$ cat config.mk
export PLATFORM = sky130hd
export DESIGN_NAME = mmu_xlate
export DESIGN_NICKNAME = d
export VERILOG_FILES = /design/src/rtl/mmu_pkg.sv /design/src/rtl/mmu_perm.sv /design/src/rtl/mmu_tlb.sv /design/src/rtl/mmu_xlate.sv
export SDC_FILE = /design/constraint.sdc
export NUM_CORES = 1
export LEC_CHECK = 0
export BUFFER_PORTS_ARGS = -buffer_cell sky130_fd_sc_hd__buf_2
export CAP_MARGIN = 20
export CORE_MARGIN = 8
export CORE_UTILIZATION = 45
export DETAILED_ROUTE_END_ITERATION = 10
export HOLD_SLACK_MARGIN = 0.08
export PLACE_DENSITY = 0.76
export RECOVER_POWER = 50
export SLEW_MARGIN = 10
export SYNTH_ARGS = -nofsm -noshare
export SYNTH_HDL_FRONTEND = slang
export SYNTH_HIERARCHICAL = 1
export SYNTH_SLANG_ARGS = --single-unit
$ cat constraint.sdc
create_clock -name clk -period 3.4 [get_ports clk]
set_clock_uncertainty 0.15 [all_clocks]
set_input_delay 0.68 -clock clk [delete_from_list [all_inputs] [get_ports clk]]
set_output_delay 0.68 -clock clk [all_outputs]
set_load 0.02 [all_outputs]
$ cat src/rtl/mmu_pkg.sv
package mmu_pkg;

   typedef enum logic [1:0] {
      ACC_READ  = 2'd0,
      ACC_WRITE = 2'd1,
      ACC_EXEC  = 2'd2,
      ACC_NONE  = 2'd3
   } acc_e;

   typedef struct packed {
      logic rd;
      logic wr;
      logic ex;
   } perm_t;

   typedef enum logic [2:0] {
      ST_IDLE,
      ST_LOOKUP,
      ST_WALK_REQ,
      ST_WALK_WAIT,
      ST_RESP
   } xlate_st_e;

endpackage

$ cat src/rtl/mmu_perm.sv
module mmu_perm
   import mmu_pkg::*;
(
   input  acc_e  acc,
   input  perm_t perm,
   output logic  allow
);

   always_comb begin
      unique case (acc)
         ACC_READ:  allow = perm.rd;
         ACC_WRITE: allow = perm.wr;
         ACC_EXEC:  allow = perm.ex;
         default:   allow = 1'b0;
      endcase
   end

endmodule

$ cat src/rtl/mmu_tlb.sv
module mmu_tlb
   import mmu_pkg::*;
#(
   parameter int SET_W = 2,
   parameter int WAYS  = 2,
   parameter int TAG_W = 8,
   parameter int PPN_W = 8
) (
   input  logic             clk,
   input  logic             rst_n,
   input  logic             flush,
   input  logic [SET_W-1:0] lk_set,
   input  logic [TAG_W-1:0] lk_tag,
   input  logic             lk_touch,
   output logic             lk_hit,
   output logic [PPN_W-1:0] lk_ppn,
   output perm_t            lk_perm,
   input  logic             fill_en,
   input  logic [SET_W-1:0] fill_set,
   input  logic [TAG_W-1:0] fill_tag,
   input  logic [PPN_W-1:0] fill_ppn,
   input  perm_t            fill_perm
);

   localparam int SETS  = 1 << SET_W;
   localparam int WAY_W = (WAYS > 1) ? $clog2(WAYS) : 1;

   generate
      if (WAYS < 1 || WAYS > 2) begin : g_bad_ways
         $error("mmu_tlb: one replacement bit per set supports 1 or 2 ways");
      end
      if (SET_W < 1) begin : g_bad_sets
         $error("mmu_tlb: SET_W must be at least 1");
      end
   endgenerate

   logic [WAYS-1:0]  vld_q  [SETS];
   logic [TAG_W-1:0] tag_q  [SETS][WAYS];
   logic [PPN_W-1:0] ppn_q  [SETS][WAYS];
   perm_t            perm_q [SETS][WAYS];
   logic [SETS-1:0]  lru_q;

   logic [WAYS-1:0]  hit_w;
   logic [WAY_W-1:0] hit_way;
   logic [WAY_W-1:0] victim;

   genvar w;
   generate
      for (w = 0; w < WAYS; w++) begin : g_way_cmp
         assign hit_w[w] = vld_q[lk_set][w] && (tag_q[lk_set][w] == lk_tag);
      end
   endgenerate

   always_comb begin
      lk_ppn  = '0;
      lk_perm = '0;
      hit_way = '0;
      for (int i = 0; i < WAYS; i++) begin
         if (hit_w[i]) begin
            lk_ppn  = ppn_q[lk_set][i];
            lk_perm = perm_q[lk_set][i];
            hit_way = WAY_W'(i);
         end
      end
   end
   assign lk_hit = |hit_w;

   generate
      if (WAYS == 1) begin : g_victim_direct
         assign victim = '0;
      end else begin : g_victim_lru
         always_comb begin
            if (!vld_q[fill_set][0])      victim = 1'b0;
            else if (!vld_q[fill_set][1]) victim = 1'b1;
            else                          victim = lru_q[fill_set];
         end
      end
   endgenerate

   always_ff @(posedge clk) begin
      if (fill_en) begin
         tag_q[fill_set][victim]  <= fill_tag;
         ppn_q[fill_set][victim]  <= fill_ppn;
         perm_q[fill_set][victim] <= fill_perm;
      end
   end

   always_ff @(posedge clk) begin
      if (!rst_n) begin
         for (int s = 0; s < SETS; s++) vld_q[s] <= '0;
         lru_q <= '0;
      end else if (flush) begin
         for (int s = 0; s < SETS; s++) vld_q[s] <= '0;
      end else if (fill_en) begin
         vld_q[fill_set][victim] <= 1'b1;
         lru_q[fill_set]         <= (WAYS > 1) ? !victim[0] : 1'b0;
      end else if (lk_touch && lk_hit) begin
         lru_q[lk_set]           <= (WAYS > 1) ? !hit_way[0] : 1'b0;
      end
   end

   // a page is never held in two ways of the same set
   a_r7_single_match: assert property (@(posedge clk) disable iff (!rst_n)
      $onehot0(hit_w));

   // the cycle after a flush nothing can hit
   a_r9_flush_empties: assert property (@(posedge clk) disable iff (!rst_n)
      flush |=> !lk_hit);

endmodule

$ cat src/rtl/mmu_xlate.sv
module mmu_xlate
   import mmu_pkg::*;
#(
   parameter int VA_W  = 16,
   parameter int PA_W  = 14,
   parameter int OFS_W = 6,
   parameter int SET_W = 2,
   parameter int WAYS  = 2,
   parameter int PTE_W = 16
) (
   input  logic            clk,
   input  logic            rst_n,
   input  logic            req_valid,
   output logic            req_ready,
   input  logic [VA_W-1:0] req_vaddr,
   input  logic [1:0]      req_acc,
   output logic            rsp_valid,
   output logic [PA_W-1:0] rsp_paddr,
   output logic            rsp_page_fault,
   output logic            rsp_prot_fault,
   output logic            mem_rd_valid,
   input  logic            mem_rd_ready,
   output logic [PA_W-1:0] mem_rd_addr,
   input  logic            mem_rsp_valid,
   input  logic [PTE_W-1:0] mem_rsp_data,
   input  logic            ptbr_wr_en,
   input  logic [PA_W-1:0] ptbr_wr_data,
   input  logic            flush
);

   localparam int VPN_W   = VA_W - OFS_W;
   localparam int PPN_W   = PA_W - OFS_W;
   localparam int TAG_W   = VPN_W - SET_W;
   localparam int PTE_B_W = $clog2(PTE_W / 8);
   localparam int B_VLD   = PTE_W - 1;
   localparam int B_RD    = PTE_W - 2;
   localparam int B_WR    = PTE_W - 3;
   localparam int B_EX    = PTE_W - 4;

   generate
      if (PPN_W < 1 || PPN_W > PTE_W - 4) begin : g_bad_ppn
         $error("mmu_xlate: page number does not fit below the flag bits");
      end
      if (TAG_W < 1) begin : g_bad_tag
         $error("mmu_xlate: set index consumes the whole page number");
      end
      if (PA_W < VPN_W + PTE_B_W) begin : g_bad_walk
         $error("mmu_xlate: entry address cannot reach the whole table");
      end
      if (PTE_W % 8 != 0) begin : g_bad_pte
         $error("mmu_xlate: entry width must be whole bytes");
      end
   endgenerate

   xlate_st_e         st_q;
   logic [VA_W-1:0]   vaddr_q;
   acc_e              acc_q;
   logic [PA_W-1:0]   ptbr_q;
   logic [PA_W-1:0]   paddr_q;
   logic              pf_q;
   logic              prot_q;

   logic [VPN_W-1:0]  vpn;
   logic [OFS_W-1:0]  ofs;
   logic              tlb_hit;
   logic [PPN_W-1:0]  tlb_ppn;
   perm_t             tlb_perm;
   perm_t             pte_perm;
   perm_t             chk_perm;
   logic              allow;
   logic              pte_vld;
   logic              fill_en;
   logic              lookup_hit;

   assign vpn = vaddr_q[VA_W-1:OFS_W];
   assign ofs = vaddr_q[OFS_W-1:0];

   assign pte_vld  = mem_rsp_data[B_VLD];
   assign pte_perm = '{rd: mem_rsp_data[B_RD], wr: mem_rsp_data[B_WR], ex: mem_rsp_data[B_EX]};
   assign chk_perm = (st_q == ST_WALK_WAIT) ? pte_perm : tlb_perm;

   generate
      if (PTE_W - 5 >= PPN_W) begin : g_spare_bits
         logic unused_pte_bits;
         assign unused_pte_bits = ^mem_rsp_data[PTE_W-5:PPN_W];
      end
   endgenerate

   assign lookup_hit = (st_q == ST_LOOKUP) && tlb_hit;
   assign fill_en    = (st_q == ST_WALK_WAIT) && mem_rsp_valid && pte_vld;

   mmu_tlb #(
      .SET_W (SET_W),
      .WAYS  (WAYS),
      .TAG_W (TAG_W),
      .PPN_W (PPN_W)
   ) u_tlb (
      .clk       (clk),
      .rst_n     (rst_n),
      .flush     (flush || ptbr_wr_en),
      .lk_set    (vpn[SET_W-1:0]),
      .lk_tag    (vpn[VPN_W-1:SET_W]),
      .lk_touch  (st_q == ST_LOOKUP),
      .lk_hit    (tlb_hit),
      .lk_ppn    (tlb_ppn),
      .lk_perm   (tlb_perm),
      .fill_en   (fill_en),
      .fill_set  (vpn[SET_W-1:0]),
      .fill_tag  (vpn[VPN_W-1:SET_W]),
      .fill_ppn  (mem_rsp_data[PPN_W-1:0]),
      .fill_perm (pte_perm)
   );

   mmu_perm u_perm (
      .acc   (acc_q),
      .perm  (chk_perm),
      .allow (allow)
   );

   always_ff @(posedge clk) begin
      if (!rst_n) begin
         ptbr_q <= '0;
      end else if (ptbr_wr_en) begin
         ptbr_q <= ptbr_wr_data;
      end
   end

   always_ff @(posedge clk) begin
      if (!rst_n) begin
         st_q    <= ST_IDLE;
         vaddr_q <= '0;
         acc_q   <= ACC_READ;
         paddr_q <= '0;
         pf_q    <= 1'b0;
         prot_q  <= 1'b0;
      end else begin
         unique case (st_q)
            ST_IDLE: begin
               if (req_valid) begin
                  vaddr_q <= req_vaddr;
                  acc_q   <= acc_e'(req_acc);
                  st_q    <= ST_LOOKUP;
               end
            end
            ST_LOOKUP: begin
               if (tlb_hit) begin
                  pf_q    <= 1'b0;
                  prot_q  <= !allow;
                  paddr_q <= allow ? {tlb_ppn, ofs} : '0;
                  st_q    <= ST_RESP;
               end else begin
                  st_q    <= ST_WALK_REQ;
               end
            end
            ST_WALK_REQ: begin
               if (mem_rd_ready) st_q <= ST_WALK_WAIT;
            end
            ST_WALK_WAIT: begin
               if (mem_rsp_valid) begin
                  pf_q    <= !pte_vld;
                  prot_q  <= pte_vld && !allow;
                  paddr_q <= (pte_vld && allow) ? {mem_rsp_data[PPN_W-1:0], ofs} : '0;
                  st_q    <= ST_RESP;
               end
            end
            default: st_q <= ST_IDLE;
         endcase
      end
   end

   assign req_ready      = (st_q == ST_IDLE);
   assign rsp_valid      = (st_q == ST_RESP);
   assign rsp_paddr      = paddr_q;
   assign rsp_page_fault = pf_q;
   assign rsp_prot_fault = prot_q;
   assign mem_rd_valid   = (st_q == ST_WALK_REQ);
   assign mem_rd_addr    = ptbr_q + PA_W'({vpn, {PTE_B_W{1'b0}}});

   // a buffer hit is never followed by a memory read
   a_r2_hit_no_walk: assert property (@(posedge clk) disable iff (!rst_n)
      lookup_hit |=> !mem_rd_valid);

   // a page fault carries no address and no protection fault
   a_r4_fault_no_addr: assert property (@(posedge clk) disable iff (!rst_n)
      (rsp_valid && rsp_page_fault) |-> (rsp_paddr == '0 && !rsp_prot_fault));

   // the offset reaches the physical address unchanged
   a_r1_offset_through: assert property (@(posedge clk) disable iff (!rst_n)
      (rsp_valid && !rsp_page_fault && !rsp_prot_fault) |->
         (rsp_paddr[OFS_W-1:0] == vaddr_q[OFS_W-1:0]));

   // access code 3 is denied whenever the entry is valid
   a_r5_none_denied: assert property (@(posedge clk) disable iff (!rst_n)
      (rsp_valid && acc_q == ACC_NONE && !rsp_page_fault) |-> rsp_prot_fault);

   // no new request is taken while a response or read is pending
   a_r11_busy_response: assert property (@(posedge clk) disable iff (!rst_n)
      (rsp_valid || mem_rd_valid) |-> !req_ready);

   // a read request holds its address until accepted
   a_r11_read_holds: assert property (@(posedge clk) disable iff (!rst_n)
      (mem_rd_valid && !mem_rd_ready) |=> (mem_rd_valid && $stable(mem_rd_addr)));

endmodule

# [Word-level counts from Yosys, hierarchy flattened]
# Memory sizes are Yosys's and may differ from the RTL's. A register that Yosys moved wholly into a read port is not among the register bits.
# Cells that the tools add are included.
[classes] n_addsub=1 magnitude_cmp=6 eq_ne=12 mux=64 bitwise_logic=6 reduce_logical=25
[ops] operator="$mux 14" count=4
[ops] operator="$mux 2" count=16
[ops] operator="$pmux 14 s2" count=1
[ops] operator="$mux 3" count=8
[ops] operator="$mux 8" count=3
[ops] operator="$mux 1" count=17
[ops] operator="$eq 8x8->1" count=2
[ops] operator="$mux 16" count=1
[ops] operator="$add 14x11->14" count=1
[ops] operator="$pmux 3 s4" count=1
[ops] operator="$logic_and 1x1->1" count=10
[ops] operator="$bwmux 4" count=2
[ops] operator="$demux 8 s1" count=1
[ops] operator="$mux 4" count=2
[ops] operator="$eq 3x2->1 const B" count=2
[ops] operator="$mux 6" count=1
[ops] operator="$ne 2x2->1 const B" count=3
[ops] operator="$reduce_and 3->1" count=2
[ops] operator="$logic_not 1->1" count=4
[ops] operator="$or 1x1->1" count=4
[ops] operator="$pmux 1 s2" count=2
[ops] operator="$reduce_and 2->1" count=2
[ops] operator="$reduce_bool 2->1" count=2
[ops] operator="$reduce_or 2->1" count=2
[ops] operator="21 further kinds" count=21
[totals] ff_bits=55 ramBits=160 output_inout_bits=33 wordCells=126 n_memories=4
[memory_table] name="u_tlb.ppn_q" words=4 word_bits=16 rd=1 rd_clocked_by_memory_dff=1 write_ports=1 line="mmu_tlb.sv:39" rtl="logic [PPN_W-1:0] ppn_q [SETS][WAYS];"
[memory_table] name="u_tlb.tag_q" words=4 word_bits=16 rd=1 rd_clocked_by_memory_dff=1 write_ports=1 line="mmu_tlb.sv:38" rtl="logic [TAG_W-1:0] tag_q [SETS][WAYS];"
[memory_table] name="u_tlb.perm_q" words=4 word_bits=6 rd=1 rd_clocked_by_memory_dff=1 write_ports=1 line="mmu_tlb.sv:40" rtl="perm_t perm_q [SETS][WAYS];"
[memory_table] name="u_tlb.vld_q" words=4 word_bits=2 rd=1 rd_clocked_by_memory_dff=1 write_ports=4 line="mmu_tlb.sv:37" rtl="logic [WAYS-1:0] vld_q [SETS];"

# [Depth between registers and ports, before layout]
[depth] depth_word=11 ltp_mapped=19 depth_no_buf=15

# [By module]
# The synthesis kept the hierarchy.
[modules_own_cells] mod="mmu_tlb" instances=1 cells_each=381 area_per_inst_um2=6729.0 seq_area_each_um2=4804.6
[modules_own_cells] mod="mmu_xlate" instances=1 cells_each=314 area_per_inst_um2=2570.0 seq_area_each_um2=1021.0
[modules_own_cells] mod="mmu_perm" instances=1 cells_each=3 area_per_inst_um2=22.5 seq_area_each_um2=0.0

# [Worst setup path before layout]
# No wires, ideal clock.
[synth_path] path_kind="register to register" start="register vaddr_q[6] (netlist name)" end="register paddr_q[6], in the netlist rsp_paddr[6]" setup_time_ps=68 arrival_ps=3181 required_time_ps=3182 path_slack_ps=1 path_stages_with_launch=17 path_buffers=2 synth_period_minus_slack_ps=3399 cell_sequence="dfxtp_1 -> buf_6 -> mux4_2 -> xnor2_1 -> nand2_1 -> or4_4 -> or2_1 -> buf_6 -> o21ai_2 -> nand2_1 -> nand2_1 -> mux2i_1 -> o21ai_1 -> nand4b_1 -> a21oi_1 -> a21oi_1 -> nor2_1"
[synth_lines] element="end signal, assigned" line="mmu_xlate.sv:149" rtl="paddr_q <= allow ? {tlb_ppn, ofs} : '0;"
[synth_lines] element="end signal, assigned" line="mmu_xlate.sv:162" rtl="paddr_q <= (pte_vld && allow) ? {mem_rsp_data[PPN_W-1:0], ofs} : '0;"
[synth_lines] element="end, declared" line="mmu_xlate.sv:59" rtl="logic [PA_W-1:0] paddr_q;"

==> impl_metrics.csv <==
group,metric,value,unit
detailed_routing,num_vias,6135,
sta,fmax,281,MHz
setup_path,crit_chain,"buf_12 -> buf_12 -> mux2_2 -> o211ai_1 -> a21oi_2 -> or4_4 -> or2_4 -> o21ai_2 -> nand2_1 -> nand2_1 -> mux2i_1 -> o21ai_2 -> buf_4 -> nor3b_4 -> buf_6 -> a22oi_1 -> nor2_1",
synth,ys_seq_elements,215,
detailed_routing,first_pass_iters,5,
place,dpl.hpwl,13.6,mm
synth,synth_most_common_cell,"edfxtp_1",
clock_tree,tritoncts,"done",
setup_path,slowest_delay,0.52,ns
synth,async_flop_share,0,%
global_routing,grt_max_degree,36,
detailed_routing,wl,21.1,mm
floorplanning,core.rowCount,52,
synth,yosys-top-cells-area,"edfxtp_1 (49%), dfxtp_1 (14%), mux4_2 (6.3%)",
global_routing,antenna_found_initial,0,
worst_hold_path,hold_path_class,"input port to flop",
outcome,violations,"setup timing",
sta,hold_viol_final,0,
setup_path,cp_data_required_time,3.67,ns
setup_path,cp_max_fo,8,
power_and_ir_drop,power.leakage,4.17,nW
floorplanning,initial_core_util,45.9,%
clock_tree,clk_path_buf_depth,3,
global_routing,busiest_layer,"met2",
floorplanning,coreArea,20300,µm²
floorplanning,die_x,160,µm
detailed_routing,vias_per_cell,5.46,
global_routing,grt_usage,15.9,%
power_and_ir_drop,ir_drop,0.000534,V
sta,fin_crit,3.56,ns
clock_tree,hold_buffers,0,
layout,fin_nets,904,
detailed_routing,wl_per_cell,18.8,µm
synth,synth_top_flop_cell,"edfxtp_1",
floorplanning,dieArea,25600,µm²
setup_path,worstPathArrival,3.82,ns
floorplanning,io_pins,88,
clock_tree,cts_sinks,215,
sta,tightestPinTransition,0.841,ns
clock_tree,path_clk_slew,0.06,ns
setup_path,crit_slowest_cell,"or4_4",
place,portBuffers,83,
clock_tree,clk_latency,0.50,ns
synth,ys_warn_count,6,
global_routing,grt_use_met2,26.5,%
place,gp_congestion,0.787,
sta,setup_violations,16,
layout,area_delta_synth_final,22.8,%
setup_path,worst-setup-path-type,"flop to flop",
synth,syn-num-nets,764,
synth,syn_inst,698,
global_routing,use_met1,21.0,%
floorplanning,die_h,160,µm
synth,synthMuxAreaShare,11.4,%
power_and_ir_drop,power-per-cell-area,484,nW/µm²
synth,synth_area_leader_cell,"edfxtp_1",
setup_path,critPathCaptureType,"flop",
clock_tree,numCtsBuffers,21,
detailed_routing,ant_nets,0,
flow_run,max_cap_violations,0,
synth,synth_xor_area_share,3.10,%
synth,synth.top_cells.by_count,"edfxtp_1 (152), nand2_1 (89), dfxtp_1 (63)",
sta,fin_tns_setup,-1.96,ns
synth,synth_area,9320,µm²
sta,slew_headroom,43.6,%
sta,timing.final.ws_setup,-0.157,ns
detailed_routing,drtIter0Drc,499,
setup_path,r2r_slack,-0.16,ns
synth,synthAdderAreaFrac,1.56,%
synth,synth_top_family_by_area,"multiplexers",
detailed_routing,drc,0,
global_routing,grt_pass1_vias,6262,
global_routing,use_met3,3.03,%
synth,yosysTopAreaCellShare,49.0,%
synth,synth_edf_count,152,
setup_path,cp-start-kind,"flop",
global_routing,grt_remaining_overflow,0,
sta,rsz0062_at_grt,"true",
synth,synth_cell_type_count,62,
synth,synth_area_per_cell,13.4,µm²
outcome,status,"complete, but fails checks",
synth,seq_area_frac_synth,62.5,%
synth,yosys.area_share.simple,10.5,%
clock_tree,htreeDepth,1,
layout,diodes,0,
sta,post-route-period-util,105,%
synth,synth_compound_area_share,7.70,%
global_routing,grt_pass1_wl,33.1,mm
layout,drive_gt1_share,32.9,%
sta,slew_viol_final,0,
layout,fillCellCount,1594,
place,post-place-ws,-0.171,ns
clock_tree,cts_root_buf,"clkbuf_16",
-- state kept, by name, indices dropped and copies added (netlist names) --
register / cells
rsp_page_fault: 1
acc_q: 2
u_tlb/perm_q: 24
u_tlb/lru_q: 4
u_tlb/tag_q: 64
rsp_prot_fault: 1
u_tlb/vld_q: 8
vaddr_q: 16
u_tlb/ppn_q: 64
ptbr_q: 14
rsp_paddr: 14
st_q: 3
-- layout make-up --
| class | count | area, µm² | area share (%) |
|---|---|---|---|
| clock buffers | 27 | 568 | 4.96 |
| clock inverters | 11 | 65.1 | 0.569 |
| inverters | 20 | 75.1 | 0.656 |
| multi-input cells | 426 | 3490 | 30.5 |
| flip-flops and latches | 215 | 5830 | 51.0 |
| well taps | 270 | 338 | 2.95 |
| repair buffers | 154 | 1080 | 9.41 |
-- critical path, delay by kind of cell, from the launching register on --
| family | cells | cell delay [ns] |
|---|---|---|
| buffers and inverters | 4 | 0.55 |
| AO/OA/AOI/OAI | 5 | 0.75 |
| flip-flops | 1 | 0.38 |
| multiplexers | 2 | 0.45 |
| AND/OR/NAND/NOR | 6 | 1.21 |
-- stage by stage --
step                      hold slack [ns]  util (%)  std cells  cell area, µm²  total power [mW]
after floorplan                     0.286         -        698            9320              3.24
after global placement              0.292      50.8       1065           10300              3.39
after detailed placement            0.296      50.8       1065           10300              3.40
after CTS                           0.263      55.3       1121           11200              5.54
after global routing                0.271      56.4       1123           11400              5.70
final                               0.273      56.4       1123           11400              5.54
-- timing repair --
action	4_1_cts	5_1_grt
buffers inserted	18	5
resized for setup	33	49
pin swaps	14	15
setup endpoints to repair	18	25
-- final timing paths --
check	from	endpoint	depth (start not counted)
worst min-delay path	req_vaddr[2]	vaddr_q[2]	3
worst min register to register	vaddr_q[5]	vaddr_q[5]	2
worst max-delay path	vaddr_q[6]	rsp_paddr[5]	17
worst max register to register	vaddr_q[6]	rsp_paddr[5]	17
-- power by group --
group	switching [mW]	internal (mW)	leakage, nW
Sequential	0.0399	2.83	1.89
Combinational	0.292	0.234	1.97
Clock	0.947	1.19	0.305
-- cells by family (layout without fill, tap and decap cells) --
group | count (synthesis) | count (layout)
xor gates and xnor gates | 33 | 33
and+or+nand+nor | 209 | 209
adders and majority gates | 11 | 11
DFF | 215 | 215
muxes | 68 | 68
buffers and inverters | 57 | 212
AOI/OAI and AO/OA | 105 | 105
-- metal layers --
metal,wire (µm),vias to the layer above
met5,0,-
met4,429,0
met3,1280,37
met1,9400,3033
li1,-,2850
met2,10000,215
-- placed cells by master (no fill, tap or decap), types with 6 or more instances in the layout --
cell type,n
clkbuf_1,18
nand2b_1,6
mux4_2,27
buf_2,69
nor3_2,6
buf_12,9
nand2_1,88
xnor2_1,16
a21oi_2,23
buf_4,54
clkinv_1,6
mux2i_1,29
ha_1,7
dfxtp_1,61
nand3_1,14
a21oi_1,20
clkbuf_16,21
edfxtp_1,152
o21ai_2,10
inv_1,19
buf_6,7
a21o_1,7
nor2_1,53
xor2_1,14
No activity file was read; power rests on OpenSTA's default activity.
